==> src/rtl/booth_pkg.sv <==
package booth_pkg;
    typedef enum logic [1:0] {
        STEP_KEEP = 2'd0,
        STEP_ADD  = 2'd1,
        STEP_SUB  = 2'd2
    } step_op_e;
endpackage

==> src/rtl/booth_recode.sv <==
module booth_recode
    import booth_pkg::*;
(
    input  logic     low_bit,
    input  logic     guard_bit,
    output step_op_e op
);
    always_comb begin
        unique case ({low_bit, guard_bit})
            2'b10:   op = STEP_SUB;
            2'b01:   op = STEP_ADD;
            default: op = STEP_KEEP;
        endcase
    end
endmodule

==> src/rtl/booth_addsub.sv <==
module booth_addsub
    import booth_pkg::*;
#(
    parameter int WIDTH = 32
) (
    input  logic [WIDTH:0]   acc_in,
    input  logic [WIDTH-1:0] mcand,
    input  step_op_e         op,
    output logic [WIDTH:0]   acc_out
);
    logic [WIDTH:0] mcand_ext;

    assign mcand_ext = {mcand[WIDTH-1], mcand};

    always_comb begin
        unique case (op)
            STEP_ADD: acc_out = acc_in + mcand_ext;
            STEP_SUB: acc_out = acc_in - mcand_ext;
            default:  acc_out = acc_in;
        endcase
    end
endmodule

==> src/rtl/booth_shift.sv <==
module booth_shift #(
    parameter int WIDTH = 32
) (
    input  logic [WIDTH:0]   acc_in,
    input  logic [WIDTH-1:0] q_in,
    output logic [WIDTH:0]   acc_out,
    output logic [WIDTH-1:0] q_out,
    output logic             guard_out
);
    assign acc_out   = {acc_in[WIDTH], acc_in[WIDTH:1]};
    assign q_out     = {acc_in[0], q_in[WIDTH-1:1]};
    assign guard_out = q_in[0];
endmodule

==> src/rtl/booth_seq_mult.sv <==
module booth_seq_mult
    import booth_pkg::*;
#(
    parameter int WIDTH = 32
) (
    input  logic                 clk,
    input  logic                 rst_n,
    input  logic                 start,
    input  logic [WIDTH-1:0]     multiplicand,
    input  logic [WIDTH-1:0]     multiplier,
    output logic                 busy,
    output logic                 done,
    output logic [2*WIDTH-1:0]   product
);
    localparam int CW = $clog2(WIDTH + 1);

    typedef struct packed {
        logic             busy;
        logic             done;
        logic [CW-1:0]    cnt;
        logic [WIDTH:0]   acc;
        logic [WIDTH-1:0] q;
        logic             guard;
        logic [WIDTH-1:0] mcand;
    } mul_state_t;

    mul_state_t s_q, s_d;

    step_op_e         op_w;
    logic [WIDTH:0]   sum_w;
    logic [WIDTH:0]   sh_acc_w;
    logic [WIDTH-1:0] sh_q_w;
    logic             sh_guard_w;

    booth_recode u_recode (
        .low_bit   (s_q.q[0]),
        .guard_bit (s_q.guard),
        .op        (op_w)
    );

    booth_addsub #(.WIDTH(WIDTH)) u_addsub (
        .acc_in  (s_q.acc),
        .mcand   (s_q.mcand),
        .op      (op_w),
        .acc_out (sum_w)
    );

    booth_shift #(.WIDTH(WIDTH)) u_shift (
        .acc_in    (sum_w),
        .q_in      (s_q.q),
        .acc_out   (sh_acc_w),
        .q_out     (sh_q_w),
        .guard_out (sh_guard_w)
    );

    always_comb begin
        s_d      = s_q;
        s_d.done = 1'b0;
        if (!s_q.busy) begin
            if (start) begin
                s_d.busy  = 1'b1;
                s_d.cnt   = CW'(WIDTH);
                s_d.acc   = '0;
                s_d.q     = multiplier;
                s_d.guard = 1'b0;
                s_d.mcand = multiplicand;
            end
        end else begin
            s_d.acc   = sh_acc_w;
            s_d.q     = sh_q_w;
            s_d.guard = sh_guard_w;
            s_d.cnt   = s_q.cnt - CW'(1);
            if (s_q.cnt == CW'(1)) begin
                s_d.busy = 1'b0;
                s_d.done = 1'b1;
            end
        end
    end

    always_ff @(posedge clk or negedge rst_n) begin
        if (!rst_n) begin
            s_q <= '0;
        end else begin
            s_q <= s_d;
        end
    end

    assign busy    = s_q.busy;
    assign done    = s_q.done;
    assign product = {s_q.acc[WIDTH-1:0], s_q.q};
endmodule

==> config.mk <==
export PLATFORM = sky130hd
export DESIGN_NAME = booth_seq_mult
export DESIGN_NICKNAME = d
export VERILOG_FILES = /design/src/rtl/booth_pkg.sv /design/src/rtl/booth_recode.sv /design/src/rtl/booth_addsub.sv /design/src/rtl/booth_shift.sv /design/src/rtl/booth_seq_mult.sv
export SDC_FILE = /design/constraint.sdc
export NUM_CORES = 1
export LEC_CHECK = 0
export ABC_AREA = 0
export BUFFER_PORTS_ARGS = -buffer_cell sky130_fd_sc_hd__buf_4
export CORE_MARGIN = 2
export CORE_UTILIZATION = 45
export DETAILED_ROUTE_END_ITERATION = 10
export PLACE_DENSITY = 0.66
export SYNTH_ARGS = -nofsm -noshare
export SYNTH_HDL_FRONTEND = slang
export SYNTH_SLANG_ARGS = --single-unit
==> constraint.sdc <==
create_clock -name clk -period 4.4 [get_ports clk]
set_input_delay 0.66 -clock clk [delete_from_list [all_inputs] [get_ports clk]]
set_output_delay 0.66 -clock clk [all_outputs]
set_load 0.03 [all_outputs]
# Word-level counts from Yosys, hierarchy flattened
# Cells that the tools add are included.
[totals]
regBits = 106
in_bits = 67
out_inout_bits = 66
wordCells = 26
[classes]
add_sub_neg = 3
n_eq_ne = 5
muxes = 8
bitwise = 1
n_reduce_logical = 2
[ops]
columns = ["cell", "count"]
rows = [
  ["104-bit two-way mux", 1],
  ["72-bit two-way mux", 1],
  ["33-bit one-hot mux with 2 select lines", 1],
  ["33-bit adder", 1],
  ["33-bit subtractor", 1],
  ["6-bit by 1-bit == test with 1-bit output (second input constant)", 1],
  ["6-bit by 1-bit subtractor with 6-bit output (second input constant)", 1],
  ["2-bit by 1-bit == test with 1-bit output (second input constant)", 2],
  ["2-bit == test (second input constant)", 2],
  ["2-bit one-hot mux with 2 select lines", 1],
  ["1-bit two-way mux", 3],
  ["2-bit two-way mux", 1],
  ["2-bit AND reduction", 1],
  ["2-bit nonzero test", 1],
  ["1-bit inverter", 1],
]

# Logic depth before layout (Yosys ltp)
# Gate-level depths: netlist (run 1).
[logic_depth]
depth_word = 5
ltp_mapped = 17
ltp_nobuf = 15

# Modules after synthesis
# A second synthesis (run 1) with hierarchy kept.
[unflattened]
cells_unflattened = 900
area_unflattened_um2 = 8139.1
[by_module_without_submodules]
columns = ["module", "instances", "cells_each", "area_per_inst_um2", "seq_area_each_um2"]
rows = [
  ["booth_seq_mult", 1, 382, 4712.0, 2652.5],
  ["booth_addsub", 1, 450, 2916.5, 0.0],
  ["booth_shift", 1, 66, 495.5, 0.0],
  ["booth_recode", 1, 2, 15.0, 0.0],
]

# Worst setup path after synthesis (run 1)
# OpenSTA, ideal clock, no wires.
[synth_timing]
path_kind = "register -> register"
startpoint = "register s_q[10] in the netlist's numbering"
endpoint = "register s_q, in the netlist product[59]"
setup_ps = 131
arrival_ps = 3480
required_time_ps = 4269
slack_ps = 789
path_stages_with_launch = 15
n_path_buf = 1
period_less_slack_ps = 3611
cell_sequence = "dfrtp_1 -> or3_4 -> or4_4 -> nor3_1 -> a31oi_1 -> xnor2_1 -> ha_1 -> clkbuf_1 -> and3_1 -> and2_1 -> a211oi_1 -> o21ai_0 -> a21oi_1 -> mux2i_1 -> nand2_1"
[synth_between]
elab_chain_cells = 3
elab_cells_between_ends = 4
classes_between = "add/sub (2); mux (2)"
[synth_lines]
columns = ["item", "line", "rtl"]
rows = [
  ["from (decl)", "booth_seq_mult.sv:27", "mul_state_t s_q, s_d;"],
  ["from (signal assigned)", "booth_seq_mult.sv:82", "s_q <= '0;"],
  ["from (signal assigned)", "booth_seq_mult.sv:84", "s_q <= s_d;"],
  ["33-bit subtractor or 33-bit adder (tied branches)", "booth_addsub.sv:18, booth_addsub.sv:17", ""],
  ["33-bit one-hot mux with 2 select lines *", "booth_addsub.sv:16", "unique case (op)"],
  ["72-bit two-way mux *", "booth_seq_mult.sv:59", "if (!s_q.busy) begin"],
]
# Every way passes the cells marked *; elsewhere a longest branch is shown, timed or not.
# A chain may end at the register's enable or synchronous reset.

# Worst setup path in the final report (run 1)
[layout_timing]
startpoint = "register s_q[10] in the netlist's numbering"
endpoint = "register s_q, in the netlist product[57]"
# Same word-level chain as after synthesis.

==> results by stage, run 1 <==
Synthesis:
- The post-synthesis share of cell area spent on and, or, nand and nor gates is 17.2%.
- Measured against the total synthesized area, the mux share comes to 5.16%.
- The instance count of the mapped netlist is 889.
- After synthesis, the largest family of logic cells by area is compound AO/OA/AOI/OAI gates.
- The synthesized area per cell is 8.35 um2.
- Synthesis instantiated 54 different standard cells from the library.
- By count the netlist is led by sky130_fd_sc_hd__nand2_1, sky130_fd_sc_hd__dfrtp_1, sky130_fd_sc_hd__o21ai_0.
- The fraction of the mapped netlist area in adder cells is 6.34%.
- The number of synthesized flops with an enable pin is 0.
- The top flip-flop cell by instance count after synthesis is sky130_fd_sc_hd__dfrtp_1.
- Ranked by total cell area, the synthesized netlist is headed by sky130_fd_sc_hd__dfrtp_1, sky130_fd_sc_hd__nand2_1, sky130_fd_sc_hd__buf_4.
- The largest total area in the synthesized netlist belongs to sky130_fd_sc_hd__dfrtp_1.
- The total of warnings raised by yosys is 0.
- Yosys instantiated no cell more often than sky130_fd_sc_hd__nand2_1.
- After Yosys synthesis, XOR and XNOR cells account for 6.49% of the synthesized area.
- Counting every net in the synthesized netlist gives 993.
- The synthesized design devotes to its leading area cell type 35.4% of total area.
- The number of flip-flops and latches in the synthesized netlist is 105.
- For this run, the register share of the synthesized area comes to 35.4%.
- After synthesis, the share of flip-flops with an asynchronous set or reset is 100%.
- The compound-gate portion of the synthesized area is 19.5%.
- The synthesized area is 7430 um2.

Worst setup path:
- The number of cells on the worst reg-to-reg path is 13.
- The maximum net fanout on the critical path is 9.
- At the worst endpoint, the arrival time is 4.20 ns.
- The required time of the critical path is 4.60 ns.
- The startpoint kind of the worst setup timing path is a register.
- The critical path in this run is classified as reg -> reg.
- The worst setup path is captured at a register.

Floorplan:
- The region available for standard cell placement spans 16000 um2.
- The die covers 17500 um2.
- The overall die width is 132 um.
- The floorplan has 46 rows.
- In this run the vertical extent of the chip is 132 um.
- The initial cell density of the core is 46.4%.
- 133 I/O pins were placed.

Drt:
- After detailed routing, the number of remaining DRC violations is 0.
- The via-per-instance ratio is 5.44.
- Across all layers, the routed design uses 6256 vias.
- After detailed routing, the average wire length per cell comes to 16.4 um.
- The total detailed-routing wirelength is 18.8 mm.
- The antenna violation net count after detailed routing is 0.
- The pre-antenna-repair detailed-routing pass consisted of 5 iterations.
- After the first detailed-routing iteration, the DRC count stood at 501.

Placed design:
- The global placer's final weighted congestion is 0.870.
- The number of placed instances, taps included is 1134.
- The HPWL after detailed placement is 13.9 mm.
- The number of I/O port buffers is 132.

Timing:
- The total count of max-transition violations in the final report was 0.
- The final critical-path required period is 4.00 ns.
- Setup repair after global routing left no endpoint under its margin.
- Final hold analysis gives a worst-case slack of 0.301 ns.
- The post-route clock skew is 0.00781 ns.
- At the pin with the least slew margin, the transition time is 1.04 ns.
- Summed over all failing endpoints, the final setup total negative slack is 0 ns.
- The total count of hold-check failures in the final report came to 0.
- The maximum operating frequency is 250 MHz.
- The worst relative slew slack is 30.7%.
- In the finished design, the share of the clock period the worst path needs comes to 90.9%.
- The final count of negative-setup-slack endpoints is 0.

Clocking:
- After clock tree synthesis, the clock-pin slew on the worst setup and hold paths is 0.08 ns.
- In this run the post-CTS setup repair buffer count came out at 0.
- Hold repair after CTS inserted 0 buffers.
- The clock tree from TritonCTS is done.
- The maximum buffer depth of the clock tree is 2.
- The clock latency on the worst-skew pair is 0.36 ns.
- In this run the clock root is driven by a sky130_fd_sc_hd__clkbuf_16.
- The number of gates resized after CTS was 0.
- The number of sinks on the clock net is 105.
- The number of levels the H-tree was split into is 3.
- The TritonCTS buffer count is 9.

Global route:
- Across every metal layer, demand over resource in global routing totals 22.1%.
- The largest net degree at the start of global routing is 48.
- The first global-routing pass estimated 31.6 mm of wire.
- The number of global-route vias before repair is 6225.
- The number of antenna violations at the first check in global routing is 0.
- The total global routing overflow is 0.

Finish:
- The ratio of cells with drive above 1 in the final layout is 17.8%.
- Relative to the synthesized area, the layout overhead comes to 12.8%.
- The filler cells instantiated in the layout total 1600.
- The multi-input combinational cells in the finished layout cover a total of 4070 um2.
- After the last flow step, the layout net total stands at 1033.
- The number of antenna diodes in the final layout is 0.
- Once layout is complete, the cells apart from fillers number 1150.
- The storage element area is 2630 um2.

Job:
- The tool flagged a number of max-cap violations equal to 0.

Outcome:
- The run finished with clean final reports.

Hold path:
- In this run the worst hold path is classified as in -> async.
-- cell type report --
type	count	area share, %
multi-input combinational	652	48.6
sequential	105	31.4
timing repair buffer	140	12.6
tap	216	3.23
clock buffer	11	2.78
inverter	21	0.941
clock inverter	5	0.553
-- worst max-delay path, stage by stage, from the launching register on --
cell                      delay [ns]
sky130_fd_sc_hd__dfrtp_1        0.42
sky130_fd_sc_hd__or3_4          0.41
sky130_fd_sc_hd__or4_4          0.46
sky130_fd_sc_hd__nor4b_4        0.44
sky130_fd_sc_hd__a21o_2         0.23
sky130_fd_sc_hd__o21ai_0        0.11
sky130_fd_sc_hd__xnor2_1        0.25
sky130_fd_sc_hd__ha_1           0.39
sky130_fd_sc_hd__nor2b_1        0.18
sky130_fd_sc_hd__nor3_1         0.20
sky130_fd_sc_hd__nand2_1        0.09
sky130_fd_sc_hd__o31ai_1        0.38
sky130_fd_sc_hd__xor2_1         0.19
sky130_fd_sc_hd__o21ai_0        0.09
-- metrics by stage --
stage | worst slack (ns) | instance area, um2 | utilization [%]
4_1_cts | 0.422 | 8370 | 52.3
5_1_grt | 0.00921 | 8370 | 52.3
3_5_place_dp | 0.438 | 8100 | 50.6
3_3_place_gp | 0.464 | 8100 | 50.6
6_report | 0.400 | 8370 | 52.3
2_1_floorplan | 0.789 | 7430 | -
-- layer usage --
| metal | wire length, um | global-route usage [%] | up-vias |
|---|---|---|---|
| li1 | - | - | 3130 |
| met5 | 0 | 0 | - |
| met2 | 8690 | 36.0 | 190 |
| met4 | 165 | 4.84 | 0 |
| met3 | 1290 | 5.02 | 13 |
| met1 | 8660 | 30.2 | 2923 |
-- sequential cells by signal, indices dropped and copies added, names as in the netlist --
signal and count:
done 1, product 64, s_q 39, busy 1
-- logic make-up (layout without fill, tap and decap cells) --
family,Yosys count,in the layout
compound gates,236,236
xor+xnor,55,55
fa+ha+maj,37,37
buf+inv,132,177
flops,105,105
mux,38,38
simple gates,286,286
-- final timing paths --
check | startpoint | slack, ns | end
max in group asynchronous | rst_n | 3.22 | busy$_DFF_PN0_
max | s_q[10]$_DFFE_PN0P_ | 0.40 | product[57]$_DFFE_PN0P_
min reg2reg | s_q[103]$_DFFE_PN0P_ | 0.47 | s_q[103]$_DFFE_PN0P_
max reg2reg | s_q[10]$_DFFE_PN0P_ | 0.40 | product[57]$_DFFE_PN0P_
min in group clk | s_q[103]$_DFFE_PN0P_ | 0.47 | s_q[103]$_DFFE_PN0P_
min | rst_n | 0.30 | product[46]$_DFFE_PN0P_
-- layout by cell type (no fill, tap or decap), types with 11 or more instances in the layout --
cell / instances
sky130_fd_sc_hd__dfrtp_1: 104
sky130_fd_sc_hd__o21ai_0: 92
sky130_fd_sc_hd__a21oi_1: 51
sky130_fd_sc_hd__xor2_1: 13
sky130_fd_sc_hd__buf_4: 140
sky130_fd_sc_hd__a21o_1: 12
sky130_fd_sc_hd__ha_1: 36
sky130_fd_sc_hd__nor3_1: 19
sky130_fd_sc_hd__inv_1: 21
sky130_fd_sc_hd__nor2_1: 39
sky130_fd_sc_hd__nand3_1: 12
sky130_fd_sc_hd__a22oi_1: 17
sky130_fd_sc_hd__o21bai_1: 11
sky130_fd_sc_hd__xnor2_1: 42
sky130_fd_sc_hd__mux2i_1: 36
sky130_fd_sc_hd__nand2_1: 164
sky130_fd_sc_hd__nand4_1: 12
Power of run 1 is not shown: default switching activity piles up to over one toggle a cycle in this logic, so the estimate is an artifact.
==> inputs of run 2 (changes only) <==
--- a/config.mk
+++ b/config.mk
@@ -5,12 +5,13 @@
 export SDC_FILE = /design/constraint.sdc
 export NUM_CORES = 1
 export LEC_CHECK = 0
-export ABC_AREA = 0
+export ABC_AREA = 1
 export BUFFER_PORTS_ARGS = -buffer_cell sky130_fd_sc_hd__buf_4
 export CORE_MARGIN = 2
 export CORE_UTILIZATION = 45
+export CTS_CLUSTER_DIAMETER = 120
 export DETAILED_ROUTE_END_ITERATION = 10
-export PLACE_DENSITY = 0.66
+export PLACE_DENSITY = 0.65
 export SYNTH_ARGS = -nofsm -noshare
 export SYNTH_HDL_FRONTEND = slang
 export SYNTH_SLANG_ARGS = --single-unit
==> run 2 against run 1 <==
Effect of this change: the run now ends with design-rule violations left; final cell count increased by 34%; sequential share of layout area decreased by 3.3 points; utilization decreased by 0.57 points; highest routed layer unchanged; count of clock-buffer cells in the layout decreased by 2; critical path depth increased by 5; final area increased by 12%; flip-flop and latch count unchanged; global-route usage increased by 1.8 points; clock skew increased by 0.0053 ns; worst hold slack got worse by 0.029 ns.
==> results by stage, run 2 <==
Outcome:
- The run finished, with violations left.
- The checks that failed: design-rule violations.

Timing:
- The post-route clock skew is 0.0131 ns (+0.00531 ns).
- The final critical-path required period was 3.58 ns (-0.421 ns).
- Setup repair after global routing left no endpoint under its margin.
- The total count of hold-check failures in the final report is 0 (unchanged).
- The final count of negative-setup-slack endpoints is 0 (unchanged).
- The maximum operating frequency is 279 MHz (+12%).
- The total count of max-transition violations in the final report was 0 (unchanged).
- The setup TNS came to 0 ns (unchanged).
- The pin slew with the least headroom to its limit is 1.08 ns (+0.0352 ns).
- The worst relative slew slack is 28.2% (-2.4 points).
- The post-route clock period utilization is 81.3% (-9.6 points).

Worst setup path:
- The delay contributed by the slowest stage of the critical path is 0.46 ns (about the same).
- The signal arrival time at the worst endpoint is 3.84 ns (-0.36 ns).
- The cell family with the largest share of critical-path delay is simple AND/OR/NAND/NOR gates.
- The signal on the critical path passes through ha_1 > buf_4 > inv_1 > nand2_2 > o21ai_4 > nor2_4 > xor2_1 > ha_1 > nand2_1 > inv_1 > a21oi_1 > nand2_1 > a21oi_1 > nand2_1 > nand2_1 > nand3_1 > nand2_1 > nand2_1.
- By startpoint and endpoint, the worst setup path is classified as reg -> reg.
- The startpoint kind of the worst setup timing path is a register.
- The count of buffer and inverter cells on the critical path was 3 (+3).
- The required time of the critical path is 4.66 ns (+0.06 ns).
- The cell with the largest stage delay on the worst path is sky130_fd_sc_hd__inv_1.
- STA classifies the critical path endpoint as a register.
- The maximum net fanout on the critical path is 20 (+11).
- Among the stages of the critical path, the cell type that occurs most often is sky130_fd_sc_hd__nand2_1.

Synthesis:
- The post-synthesis net count is 1354 (+36%).
- Sorting the synthesized cells by area gives the leading types as sky130_fd_sc_hd__dfrtp_1, sky130_fd_sc_hd__nand2_1, sky130_fd_sc_hd__inv_1.
- The biggest area contributor in the post-synthesis netlist is sky130_fd_sc_hd__dfrtp_1.
- The number of flip-flops and latches in the synthesized netlist is 105 (unchanged).
- The share of synthesized area occupied by flip-flops and latches was 31.5% (-3.8 points).
- The number of synthesized flops with an enable pin is 0 (unchanged).
- The synthesized area is 8330 um2 (+12%).
- Ranked by instance count, the synthesized netlist is headed by sky130_fd_sc_hd__nand2_1, sky130_fd_sc_hd__inv_1, sky130_fd_sc_hd__dfrtp_1.
- The total of warnings raised by yosys is 0 (unchanged).
- The top flip-flop cell by instance count after synthesis is sky130_fd_sc_hd__dfrtp_1.
- The share of synthesized registers carrying an async set or reset is 100% (unchanged).
- The number of distinct standard cells referenced by the synthesized netlist is 45 (-17%).
- The instance count of the mapped netlist is 1250 (+41%).
- The synthesized area per cell came to 6.67 um2 (-20%).
- The most instantiated library cell after synthesis is sky130_fd_sc_hd__nand2_1.
- The top-area cell type share of the netlist area is 31.5% (-3.8 points).

Placed design:
- The detailed-placement wirelength estimate is 17.7 mm (+27%).
- The number of I/O port buffers is 132 (unchanged).
- The global placer's final weighted congestion is 0.975 (+12%).

Hold path:
- In this run the worst hold path is classified as in -> async.

Global route:
- The number of global-route vias before repair was 7170 (+15%).
- The largest net degree at the start of global routing was 69 (+44%).
- The first-pass GRT wire length is 37.2 mm (+18%).
- The total global routing overflow is 0 (unchanged).
- The met3 usage is 3.62% (-1.4 points).
- The met2 usage in global routing is 36.6% (+0.57 points).
- The routing layer with the top usage in global route is met2.
- The global-route met1 utilization is 34.9% (+4.7 points).
- The number of antenna violations at the first check in global routing is 0 (unchanged).
- The combined global-route utilization of all metal layers is 23.9% (+1.8 points).

Finish:
- The ratio of cells with drive above 1 in the final layout is 15.5% (-2.3 points).
- The library cell used most frequently in the layout, excluding fill and tap cells, is sky130_fd_sc_hd__nand2_1.
- The area growth from synthesis to layout is 12.4%.
- The number of antenna cells inserted was 0 (unchanged).
- The final layout net count is 1408 (+36%).
- In the layout the commonest cells are sky130_fd_sc_hd__nand2_1, sky130_fd_sc_hd__inv_1, sky130_fd_sc_hd__buf_4.
- The flip-flop count of the largest register after layout was 64 (unchanged).
- The number of filler cells placed in the layout is 1847 (+15%).

Floorplan:
- The floorplan die area came to 19600 um2 (+12%).
- The height of the die is 140 um (+5.7%).
- The total I/O pin count came to 133 (unchanged).
- The placeable core area is 18100 um2 (+13%).
- The number of core rows is 49 (+6.5%).
- The initial cell density of the core was 46.1% (-0.34 points).
- The overall die width is 140 um (+5.7%).

Drt:
- The total detailed-routing wirelength is 23.0 mm (+22%).
- The total number of vias is 7606 (+22%).
- The antenna violation net count after detailed routing is 0 (unchanged).
- The DRC marker count from the first detailed-route iteration came to 416 (-17%).
- The number of search-and-repair iterations in the first detailed-routing pass is 10 (+5).
- The post-detailed-route DRC marker count is 1 (+1).
- The via-per-instance ratio is 4.95 (-9.1%).
- The average wire per cell in the routed design came to 15.0 um (-8.5%).

Clocking:
- The clock edge transition at the registers on the reported setup and hold paths was 0.09 ns (about the same).
- The maximum buffer depth of the clock tree is 2 (unchanged).
- The number of post-CTS setup repair buffers came to 0 (unchanged).
- The TritonCTS buffer count is 9 (unchanged).
- The number of instances resized during post-cts repair is 0 (unchanged).
- The number of levels the H-tree was split into is 3 (unchanged).
- The number of hold buffers added after cts is 0 (unchanged).
- The number of sinks on the clock net came to 105 (unchanged).
- The clock latency on the worst-skew pair is 0.37 ns (about the same).
- The cell sitting at the root of the clock tree is a sky130_fd_sc_hd__clkbuf_16.
- The clock tree from TritonCTS is done.

Job:
- The max capacitance violation total is 0 (unchanged).
[run 2: layout make-up]
type	count	area, um2	share of cell area, %
Timing Repair Buffer	140	1050	11.2
Clock inverter	7	86.3	0.922
Clock buffer	9	225	2.41
Multi-Input combinational cell	851	4350	46.4
Inverter	197	739	7.90
Sequential cell	105	2630	28.1
Tap cell	229	287	3.06
[run 2: final timing paths]
path / from / to / slack, ns / cells past startpoint
min reg2reg: s_q[103]$_DFFE_PN0P_ / s_q[103]$_DFFE_PN0P_ / 0.51 / 1
max in group asynchronous: rst_n / s_q[17]$_DFFE_PN0P_ / 3.17 / 2
min in group clk: multiplicand[24] / s_q[24]$_DFFE_PN0P_ / 0.48 / 3
min: rst_n / product[32]$_DFFE_PN0P_ / 0.27 / 1
max reg2reg: product[0]$_DFFE_PN0P_ / product[61]$_DFFE_PN0P_ / 0.82 / 18
max: product[0]$_DFFE_PN0P_ / product[61]$_DFFE_PN0P_ / 0.82 / 18
[run 2: worst register-to-register path, cell delays in order (launching register included)]
cell and delay [ns]:
sky130_fd_sc_hd__dfrtp_1 0.42, sky130_fd_sc_hd__ha_1 0.20, sky130_fd_sc_hd__buf_4 0.20, sky130_fd_sc_hd__inv_1 0.46
sky130_fd_sc_hd__nand2_2 0.17, sky130_fd_sc_hd__o21ai_4 0.15, sky130_fd_sc_hd__nor2_4 0.05, sky130_fd_sc_hd__xor2_1 0.15
sky130_fd_sc_hd__ha_1 0.35, sky130_fd_sc_hd__nand2_1 0.21, sky130_fd_sc_hd__inv_1 0.06, sky130_fd_sc_hd__a21oi_1 0.34
sky130_fd_sc_hd__nand2_1 0.19, sky130_fd_sc_hd__a21oi_1 0.23, sky130_fd_sc_hd__nand2_1 0.07, sky130_fd_sc_hd__nand2_1 0.06
sky130_fd_sc_hd__nand3_1 0.06, sky130_fd_sc_hd__nand2_1 0.07, sky130_fd_sc_hd__nand2_1 0.05
[run 2: cells by family (layout without fill, tap and decap cells)]
family / Yosys count / count (layout) / synth area share [%]
fa+ha+maj: 37 / 37 / 5.65
xor+xnor: 38 / 38 / 3.99
compound gates: 152 / 152 / 10.9
flops: 105 / 105 / 31.5
buf+inv: 294 / 353 / 16.3
simple gates: 624 / 624 / 31.6
[run 2: routing by layer]
| layer | routed length [um] | vias up |
|---|---|---|
| met2 | 9910 | 177 |
| met4 | 452 | 0 |
| li1 | - | 3929 |
| met1 | 11400 | 3477 |
| met3 | 1250 | 23 |
| met5 | 0 | - |
[run 2: metrics by stage]
stage | cell area, um2 | std cells | util (%) | hold slack (ns) | worst slack [ns]
6_report | 9360 | 1538 | 51.8 | 0.273 | 0.822
5_1_grt | 9360 | 1538 | 51.8 | 0.310 | 0.540
4_1_cts | 9360 | 1538 | 51.8 | 0.288 | 0.860
3_5_place_dp | 9050 | 1522 | 50.0 | 0.496 | 0.860
3_3_place_gp | 9050 | 1522 | 50.0 | 0.472 | 0.846
2_1_floorplan | 8330 | 1250 | - | 0.364 | 1.76
Power of run 2 is left out for the same reason.
